### config.mk
export PLATFORM = sky130hd
export DESIGN_NAME = pofs_seq
export DESIGN_NICKNAME = d
export VERILOG_FILES = /design/src/rtl/pofs_pkg.sv /design/src/rtl/pofs_timer.sv /design/src/rtl/pofs_fsm.sv /design/src/rtl/pofs_out.sv /design/src/rtl/pofs_seq.sv
export SDC_FILE = /design/constraint.sdc
export NUM_CORES = 1
export LEC_CHECK = 0
export ABC_AREA = 1
export BUFFER_PORTS_ARGS = -buffer_cell sky130_fd_sc_hd__buf_2
export CORE_MARGIN = 2
export CORE_UTILIZATION = 41
export DETAILED_ROUTE_END_ITERATION = 7
export GPL_TIMING_DRIVEN = 0
export HOLD_SLACK_MARGIN = 0.15
export SYNTH_ARGS = -nofsm -noshare
export SYNTH_HDL_FRONTEND = slang
export SYNTH_SLANG_ARGS = --single-unit
### constraint.sdc
create_clock -name clk_i -period 1.3 [get_ports clk_i]
set_input_delay 0 -clock clk_i [delete_from_list [all_inputs] [get_ports clk_i]]
set_output_delay 0 -clock clk_i [all_outputs]
set_load 0.01 [all_outputs]
### src/rtl/pofs_pkg.sv
package pofs_pkg;
  typedef enum logic [1:0] {
    WAIT_RAIL  = 2'd0,
    TIMING     = 2'd1,
    FULL_SPEED = 2'd2,
    NORMAL     = 2'd3
  } fs_state_e;
endpackage

### src/rtl/pofs_timer.sv
module pofs_timer #(
  parameter int unsigned TIMEOUT_CYC = 32
) (
  input  logic clk_i,
  input  logic rst_ni,
  input  logic start_i,
  input  logic run_i,
  output logic expired_o
);
  localparam int unsigned CW = $clog2(TIMEOUT_CYC + 1);
  localparam logic [CW-1:0] LOAD_VAL = CW'(TIMEOUT_CYC - 1);

  logic [CW-1:0] cnt_q;

  always_ff @(posedge clk_i or negedge rst_ni) begin
    if (!rst_ni)                        cnt_q <= '0;
    else if (start_i)                   cnt_q <= LOAD_VAL;
    else if (run_i && cnt_q != '0)      cnt_q <= cnt_q - 1'b1;
  end

  assign expired_o = run_i && (cnt_q == '0);


  start_run_excl_chk: assert property (@(posedge clk_i) disable iff (!rst_ni)
    start_i |-> !run_i);


  load_value_chk: assert property (@(posedge clk_i) disable iff (!rst_ni)
    start_i |=> cnt_q == LOAD_VAL);
endmodule

### src/rtl/pofs_fsm.sv
module pofs_fsm
  import pofs_pkg::*;
(
  input  logic      clk_i,
  input  logic      rst_ni,
  input  logic      rail_good_i,
  input  logic      bus_hit_i,
  input  logic      expired_i,
  output fs_state_e state_o,
  output logic      start_o,
  output logic      run_o,
  output logic      enter_norm_o,
  output logic      leave_full_o
);
  fs_state_e state_q, state_d;

  always_comb begin
    state_d = state_q;
    unique case (state_q)
      WAIT_RAIL: begin
        // bus access outranks rail-good
        if (bus_hit_i)        state_d = NORMAL;
        else if (rail_good_i) state_d = TIMING;
      end
      TIMING: begin
        // bus access outranks expiry in the same cycle
        if (bus_hit_i)        state_d = NORMAL;
        else if (expired_i)   state_d = FULL_SPEED;
      end
      FULL_SPEED: if (bus_hit_i) state_d = NORMAL;
      default:    state_d = NORMAL;
    endcase
  end

  always_ff @(posedge clk_i or negedge rst_ni) begin
    if (!rst_ni) state_q <= WAIT_RAIL;
    else         state_q <= state_d;
  end

  assign state_o      = state_q;
  assign start_o      = (state_q == WAIT_RAIL) && (state_d == TIMING);
  assign run_o        = (state_q == TIMING);
  assign enter_norm_o = (state_q != NORMAL) && (state_d == NORMAL);
  assign leave_full_o = (state_q == FULL_SPEED) && (state_d == NORMAL);


  expiry_to_full_chk: assert property (@(posedge clk_i) disable iff (!rst_ni)
    (state_q == TIMING && expired_i && !bus_hit_i) |=> state_q == FULL_SPEED);


  hit_wins_wait_chk: assert property (@(posedge clk_i) disable iff (!rst_ni)
    (state_q == WAIT_RAIL && bus_hit_i) |=> state_q == NORMAL);


  wait_holds_chk: assert property (@(posedge clk_i) disable iff (!rst_ni)
    (state_q == WAIT_RAIL && !bus_hit_i && !rail_good_i) |=> state_q == WAIT_RAIL);
endmodule

### src/rtl/pofs_out.sv
module pofs_out
  import pofs_pkg::*;
(
  input  logic      clk_i,
  input  logic      rst_ni,
  input  fs_state_e state_i,
  input  logic      enter_norm_i,
  input  logic      leave_full_i,
  output logic      fan_full_o,
  output logic      fan_off_o,
  output logic      load_dflt_o,
  output logic      normal_o
);
  logic load_q, off_q;

  always_ff @(posedge clk_i or negedge rst_ni) begin
    if (!rst_ni) begin
      load_q <= 1'b0;
      off_q  <= 1'b0;
    end else begin
      load_q <= enter_norm_i;
      off_q  <= leave_full_i;
    end
  end

  assign fan_full_o  = (state_i == FULL_SPEED);
  assign normal_o    = (state_i == NORMAL);
  assign load_dflt_o = load_q;
  assign fan_off_o   = off_q;


  load_one_cycle_chk: assert property (@(posedge clk_i) disable iff (!rst_ni)
    load_dflt_o |=> !load_dflt_o);


  load_on_entry_chk: assert property (@(posedge clk_i) disable iff (!rst_ni)
    load_dflt_o |-> normal_o && !$past(normal_o));


  off_after_full_chk: assert property (@(posedge clk_i) disable iff (!rst_ni)
    fan_off_o |-> load_dflt_o && $past(fan_full_o));


  normal_sticky_chk: assert property (@(posedge clk_i) disable iff (!rst_ni)
    normal_o |=> normal_o);


  full_norm_excl_chk: assert property (@(posedge clk_i) disable iff (!rst_ni)
    !(fan_full_o && normal_o));
endmodule

### src/rtl/pofs_seq.sv
module pofs_seq
  import pofs_pkg::*;
#(
  parameter int unsigned TIMEOUT_CYC = 32
) (
  input  logic clk_i,
  input  logic rst_ni,
  input  logic rail_good_i,
  input  logic bus_hit_i,
  output logic fan_full_o,
  output logic fan_off_o,
  output logic load_dflt_o,
  output logic normal_o
);
  fs_state_e state;
  logic      start, run, expired, enter_norm, leave_full;

  pofs_timer #(.TIMEOUT_CYC(TIMEOUT_CYC)) u_timer (
    .clk_i     (clk_i),
    .rst_ni    (rst_ni),
    .start_i   (start),
    .run_i     (run),
    .expired_o (expired)
  );

  pofs_fsm u_fsm (
    .clk_i        (clk_i),
    .rst_ni       (rst_ni),
    .rail_good_i  (rail_good_i),
    .bus_hit_i    (bus_hit_i),
    .expired_i    (expired),
    .state_o      (state),
    .start_o      (start),
    .run_o        (run),
    .enter_norm_o (enter_norm),
    .leave_full_o (leave_full)
  );

  pofs_out u_out (
    .clk_i        (clk_i),
    .rst_ni       (rst_ni),
    .state_i      (state),
    .enter_norm_i (enter_norm),
    .leave_full_i (leave_full),
    .fan_full_o   (fan_full_o),
    .fan_off_o    (fan_off_o),
    .load_dflt_o  (load_dflt_o),
    .normal_o     (normal_o)
  );

  initial begin

    timeout_param_chk: assert (TIMEOUT_CYC >= 1);
  end
endmodule

==> results of run 1 <==
==> metal layers <==
layer	track usage	part of all wire	vias to the layer above	wire length [um]
met5	0	0	-	0
met4	0.121	0.027	0	29
met3	0.0326	0.030	4	32
met2	0.230	0.45	10	485
met1	0.227	0.49	218	534
li1	-	-	255	-
==> path summary, 6_finish.rpt <==
kind | to | startpoint | cells after the start
min in group asynchronous | u_timer.cnt_q[5] | rst_ni | 3
worst min-delay path | u_timer.cnt_q[0] | u_timer.cnt_q[0] | 2
worst max register to register | u_timer.cnt_q[4] | u_timer.cnt_q[0] | 7
max in group asynchronous | u_fsm.state_o[0] | rst_ni | 3
worst min register to register | u_timer.cnt_q[0] | u_timer.cnt_q[0] | 2
worst max-delay path | u_timer.cnt_q[4] | u_timer.cnt_q[0] | 7
==> registers in the layout, summed over array words and instances (netlist names) <==
signal             flops
u_out.load_dflt_o      1
u_out.fan_off_o        1
u_timer.cnt_q          6
u_fsm.state_o          2
==> cell usage after synthesis <==
| master | instances | area (um2) |
|---|---|---|
| a31oi_1 | 1 | 6.26 |
| nand4_1 | 2 | 12.5 |
| dfrtp_1 | 10 | 250 |
| o21ai_1 | 2 | 10.0 |
| nand3_1 | 6 | 30.0 |
| a211oi_1 | 1 | 7.51 |
| xnor2_1 | 1 | 8.76 |
| nor2_1 | 6 | 22.5 |
| nand2_4 | 2 | 22.5 |
| nand3_2 | 1 | 10.0 |
| nand4_4 | 1 | 21.3 |
| nand2_1 | 17 | 63.8 |
| nor2_2 | 2 | 12.5 |
| inv_2 | 6 | 22.5 |
| nor3_1 | 1 | 5.00 |
| o211ai_1 | 2 | 15.0 |
| ha_1 | 2 | 25.0 |
| inv_1 | 5 | 18.8 |
==> metrics by stage <==
| stage | instances | hold slack, ns | util | power [mW] | setup slack [ns] |
|---|---|---|---|---|---|
| after floorplan | 68 | -0.296 | - | 0.320 | 0.188 |
| after global placement | 90 | -0.122 | 0.475 | 0.333 | 0.0834 |
| after detailed placement | 90 | -0.119 | 0.475 | 0.333 | 0.0830 |
| after CTS | 98 | 0.530 | 0.534 | 0.631 | 0.0775 |
| after global routing | 100 | 0.578 | 0.545 | 0.644 | 0.00843 |
| final | 100 | 0.523 | 0.545 | 0.619 | 0.120 |
==> layout make-up <==
cell class | instances | area share
Clock buffer | 4 | 0.0511
Inverter | 11 | 0.0582
Multi-Input combinational cell | 47 | 0.384
Sequential cell | 10 | 0.353
Tap cell | 15 | 0.0265
Timing Repair Buffer | 13 | 0.127
==> cells by family (layout without fill, tap and decap cells) <==
kind of cell    Yosys count  after routing  synth area share
simple gates             38             38             0.355
buf+inv                  11             28            0.0732
xor+xnor                  1              1            0.0155
compound gates            6              6            0.0687
flops                    10             10             0.443
fa+ha+maj                 2              2            0.0443
==> power groups by stage <==
stage               clock network (mW)  logic [mW]  registers, mW
floorplan                            0     0.00285          0.317
global placement                     0      0.0158          0.317
detailed placement                   0      0.0161          0.317
CTS                              0.295      0.0253          0.311
global route                     0.304      0.0285          0.311
finish                           0.284      0.0245          0.311
==> worst max-delay path: stages, from the launching register on <==
cell	delay, ns
dfrtp_1	0.39
inv_2	0.09
ha_1	0.16
nand3_2	0.12
nand2_4	0.12
nand2_4	0.07
nand2_1	0.06
o21ai_1	0.06
==> what timing repair did <==
action,in CTS,in global routing
setup buffers,0,2
hold buffers,4,0
setup endpoints to repair,0,4
hold endpoints to repair,16,0
==> metrics.cfg, run 1 <==
[run_status]
status=complete, no violations

[route]
dr.pass1.iters=5
final_antenna_net_count=0
detail_route.wirelength_mm=1.08
drtIter0Drc=10
vias_per_cell=4.87
vias=487
post_drt_wl_per_cell_um=10.8
drc_errors=0

[power_and_ir_drop]
p_clk_frac=0.459
combPwrFrac=0.039
peakVddDrop_v=0.000563
netSwitchingPower_uw=127
swShare=0.205
intPower_uw=493
power_density_nw_per_um2=873
seqPwrFrac=0.502
power.leakage_nw=0.381

[final_layout]
n_antenna_cell=0
design_area_um2=709
mostFrequentLayoutCells=17 x nand2_1, 10 x dfrtp_1, 7 x buf_2
final_nets=92
seq_area_um2=250
nFillCells=127
area.growth.synth_to_final_pct=25.7
final_common_cell=nand2_1
multiInputGateArea_um2=273
drive_above_1_share=0.294

[setup_path]
path_class=reg2reg
cp-end-kind=flip-flop
worstPathRequired_ns=1.46
r2r_slack_ns=0.12
arrival_ns=1.34
startpoint_type=flip-flop
cp_max_fo=6

[floorplan]
dieHeight_um=41.1
io_pins=8
fp.dieW_um=41.1
std_cell_rows=13
fp.coreArea_um2=1300
dieArea_um2=1690
floorplan.initialDensity=0.434

[global_routing]
grt_max_degree=11
grt_usage=0.167
grt_first_pass_wirelength_mm=1.78
antenna_found_initial=0
grt_pass1_vias=425
overflow=0

[synth]
synth_cell_types=18
yosys_warnings=0
synth_seq_cells=10
syn_nets=74
syn_area_um2=564
synth-seq-area-share=0.443
synth_area_per_cell_um2=8.30
syn_inst=68

[timing]
skew_ns=0.00802
tightestPinTransition_ns=0.460
timing.final.crit_share=0.908
slew_viol_final=0
finalSetupViolCount=0
fmax_ghz=0.848
relSlewSlack=0.692
rsz0062_at_grt=false
setup_tns_ns=0
finalHoldViolCount=0
period_needed_ns=1.18

[clock_network]
clock_latency_ns=0.27
ctsResizeCount=0
clock_sink_count=10
cts-root-buf=clkbuf_4
cts_tree=yes
numCtsBuffers=3
clk_path_buf_depth=2
clk_pin_slew_worst_paths_ns=0.07
cts_htree_levels=1

[placed_design]
dpl_cell_area_um2=618
post-dp-hpwl_um=741
numPortBuffers=7
gp_congestion=0.730

[hold_path]
hp-class=reg2reg

[run]
drv_cap=0

(Power assumes the default switching activity.)
==> inputs of run 2 (changes only) <==
RECOVER_POWER = 50   (was unset)
==> metrics.cfg, run 2 (same netlist as run 1, synthesis figures left out) <==
[run_status]
status=complete, no violations

[setup_path]
startpoint_type=flip-flop
r2r-start=u_timer.cnt_q[0]
crit_chain=inv_2 -> ha_1 -> nand3_2 -> nand2_4 -> nand2_4 -> nand2_1 -> o21ai_1
crit_slowest_cell=dfrtp_1
reg2reg_depth=7  ; unchanged
worstPathRequired_ns=1.46  ; about the same
rr_endpoint=u_timer.cnt_q[4]
cpMostUsedCell=nand2_4
cp_max_fo=6  ; unchanged
arrival_ns=1.34  ; about the same
path_class=reg2reg
r2r_slack_ns=0.12  ; about the same
cp-end-kind=flip-flop
critPathMaxStageDelay_ns=0.39  ; about the same
cp-startpoint=u_timer.cnt_q[0]

[final_layout]
area.growth.synth_to_final_pct=24.8
n_antenna_cell=0  ; unchanged
nFillCells=130  ; +2.4%
largest_register=u_timer.cnt_q
mostFrequentLayoutCells=17 x nand2_1, 10 x dfrtp_1, 6 x inv_2, 6 x nor2_1, 6 x nand3_1
fin_util=0.541  ; -0.00385
final_nets=92  ; unchanged
largest_register_ffs=6  ; unchanged
drive_above_1_share=0.247  ; -0.0471
final_common_cell=nand2_1

[clock_network]
clock_latency_ns=0.27  ; about the same
clock_sink_count=10  ; unchanged
clk_pin_slew_worst_paths_ns=0.07  ; about the same
ctsResizeCount=0  ; unchanged
cts-root-buf=clkbuf_4
clk_path_buf_depth=2  ; unchanged
cts_htree_levels=1  ; unchanged
cts_tree=yes
numCtsBuffers=3  ; unchanged

[hold_path]
hold_depth=2  ; unchanged
min_to=u_timer.cnt_q[0]
hold_start=u_timer.cnt_q[0]
hp-class=reg2reg

[placed_design]
numPortBuffers=7  ; unchanged
gp_congestion=0.730  ; unchanged
post-dp-hpwl_um=741  ; unchanged

[route]
detail_route.wirelength_mm=1.09  ; +0.74%
post_drt_wl_per_cell_um=10.9  ; +0.74%
drc_errors=0  ; unchanged
vias=489  ; +0.41%
vias_per_cell=4.89  ; +0.41%
final_antenna_net_count=0  ; unchanged
dr.pass1.iters=5  ; unchanged
drtIter0Drc=10  ; unchanged

[floorplan]
fp.dieW_um=41.1  ; unchanged
std_cell_rows=13  ; unchanged
fp.coreArea_um2=1300  ; unchanged
dieArea_um2=1690  ; unchanged
dieHeight_um=41.1  ; unchanged
floorplan.initialDensity=0.434  ; unchanged
io_pins=8  ; unchanged

[timing]
finalSetupViolCount=0  ; unchanged
timing.final.crit_share=0.907  ; about the same
finalHoldViolCount=0  ; unchanged
relSlewSlack=0.692  ; unchanged
tightestPinTransition_ns=0.460  ; unchanged
skew_ns=0.00803  ; +0.00000508 ns
slew_viol_final=0  ; unchanged
fmax_ghz=0.848  ; about the same
rsz0062_at_grt=false
setup_tns_ns=0  ; unchanged
period_needed_ns=1.18  ; -0.000281 ns

[global_routing]
grt_usage=0.167  ; unchanged
grt_first_pass_wirelength_mm=1.78  ; unchanged
grt_max_degree=11  ; unchanged
grt_pass1_vias=425  ; unchanged
overflow=0  ; unchanged
antenna_found_initial=0  ; unchanged

[power_and_ir_drop]
peakVddDrop_v=0.000564  ; about the same
power.leakage_nw=0.367  ; -3.8%
power_density_nw_per_um2=879  ; +0.72%

[run]
drv_cap=0  ; unchanged

## run 2: changes by cell type in the layout (fill, tap and decap cells not counted), sizes merged
cell and change:
buf -4, clkbuf +4
## run 2: power by group
| group | leakage [nW] | switching (mW) | total (mW) | internal, mW |
|---|---|---|---|---|
| registers | 0.103 | 0.000000000000000128 | 0.311 | 0.311 |
| clock network | 0.0210 | 0.114 | 0.284 | 0.170 |
| logic | 0.242 | 0.0130 | 0.0245 | 0.0115 |
## run 2: worst max-delay path, delay by kind of cell, from the launching register on
kind | cells | cell delay [ns]
adder cells (fa/ha/maj) | 1 | 0.16
AND/OR/NAND/NOR | 4 | 0.37
AO/OA/AOI/OAI | 1 | 0.06
buffers and inverters | 1 | 0.09
flip-flops | 1 | 0.39
## run 2: worst max-delay path by stage
stage / end / slack, ns / depth (start not counted)
finish: u_timer.cnt_q[4] / 0.12 / 7
global route: u_timer.cnt_q[3] / 0.008 / 7
CTS: u_timer.cnt_q[4] / 0.08 / 7
detailed placement: u_timer.cnt_q[4] / 0.08 / 7
global placement: u_timer.cnt_q[4] / 0.08 / 7
floorplan: u_timer.cnt_q[3] / 0.19 / 7
## run 2: area by class of cell
type,instances,area (um2),area share
tap,15,18.8,0.0266
inverter,11,41.3,0.0586
clock buffer,4,36.3,0.0515
timing repair buffer,13,85.1,0.121
sequential,10,250,0.355
multi-input combinational,47,273,0.387
## run 2: per-stage QoR
stage	cell area, um2	setup slack, ns	power [mW]	hold slack, ns	cells
2_1_floorplan	564	0.188	0.320	-0.296	68
3_3_place_gp	618	0.0834	0.333	-0.122	90
3_5_place_dp	618	0.0830	0.333	-0.119	90
4_1_cts	694	0.0775	0.631	0.530	98
5_1_grt	704	0.00843	0.644	0.578	100
6_report	704	0.120	0.619	0.523	100
## run 2: repair_timing
action | in CTS | in global routing
setup endpoints to repair | 0 | 4
setup buffers | 0 | 2
hold endpoints to repair | 16 | 0
hold buffers | 4 | 0
## run 2: per-layer routing
| metal | track usage | wire (um) | part of all wire | up-vias |
|---|---|---|---|---|
| met4 | 0.121 | 29 | 0.027 | 0 |
| met3 | 0.0326 | 32 | 0.029 | 4 |
| met5 | 0 | 0 | 0 | - |
| li1 | - | - | - | 256 |
| met2 | 0.230 | 485 | 0.44 | 10 |
| met1 | 0.227 | 542 | 0.50 | 219 |
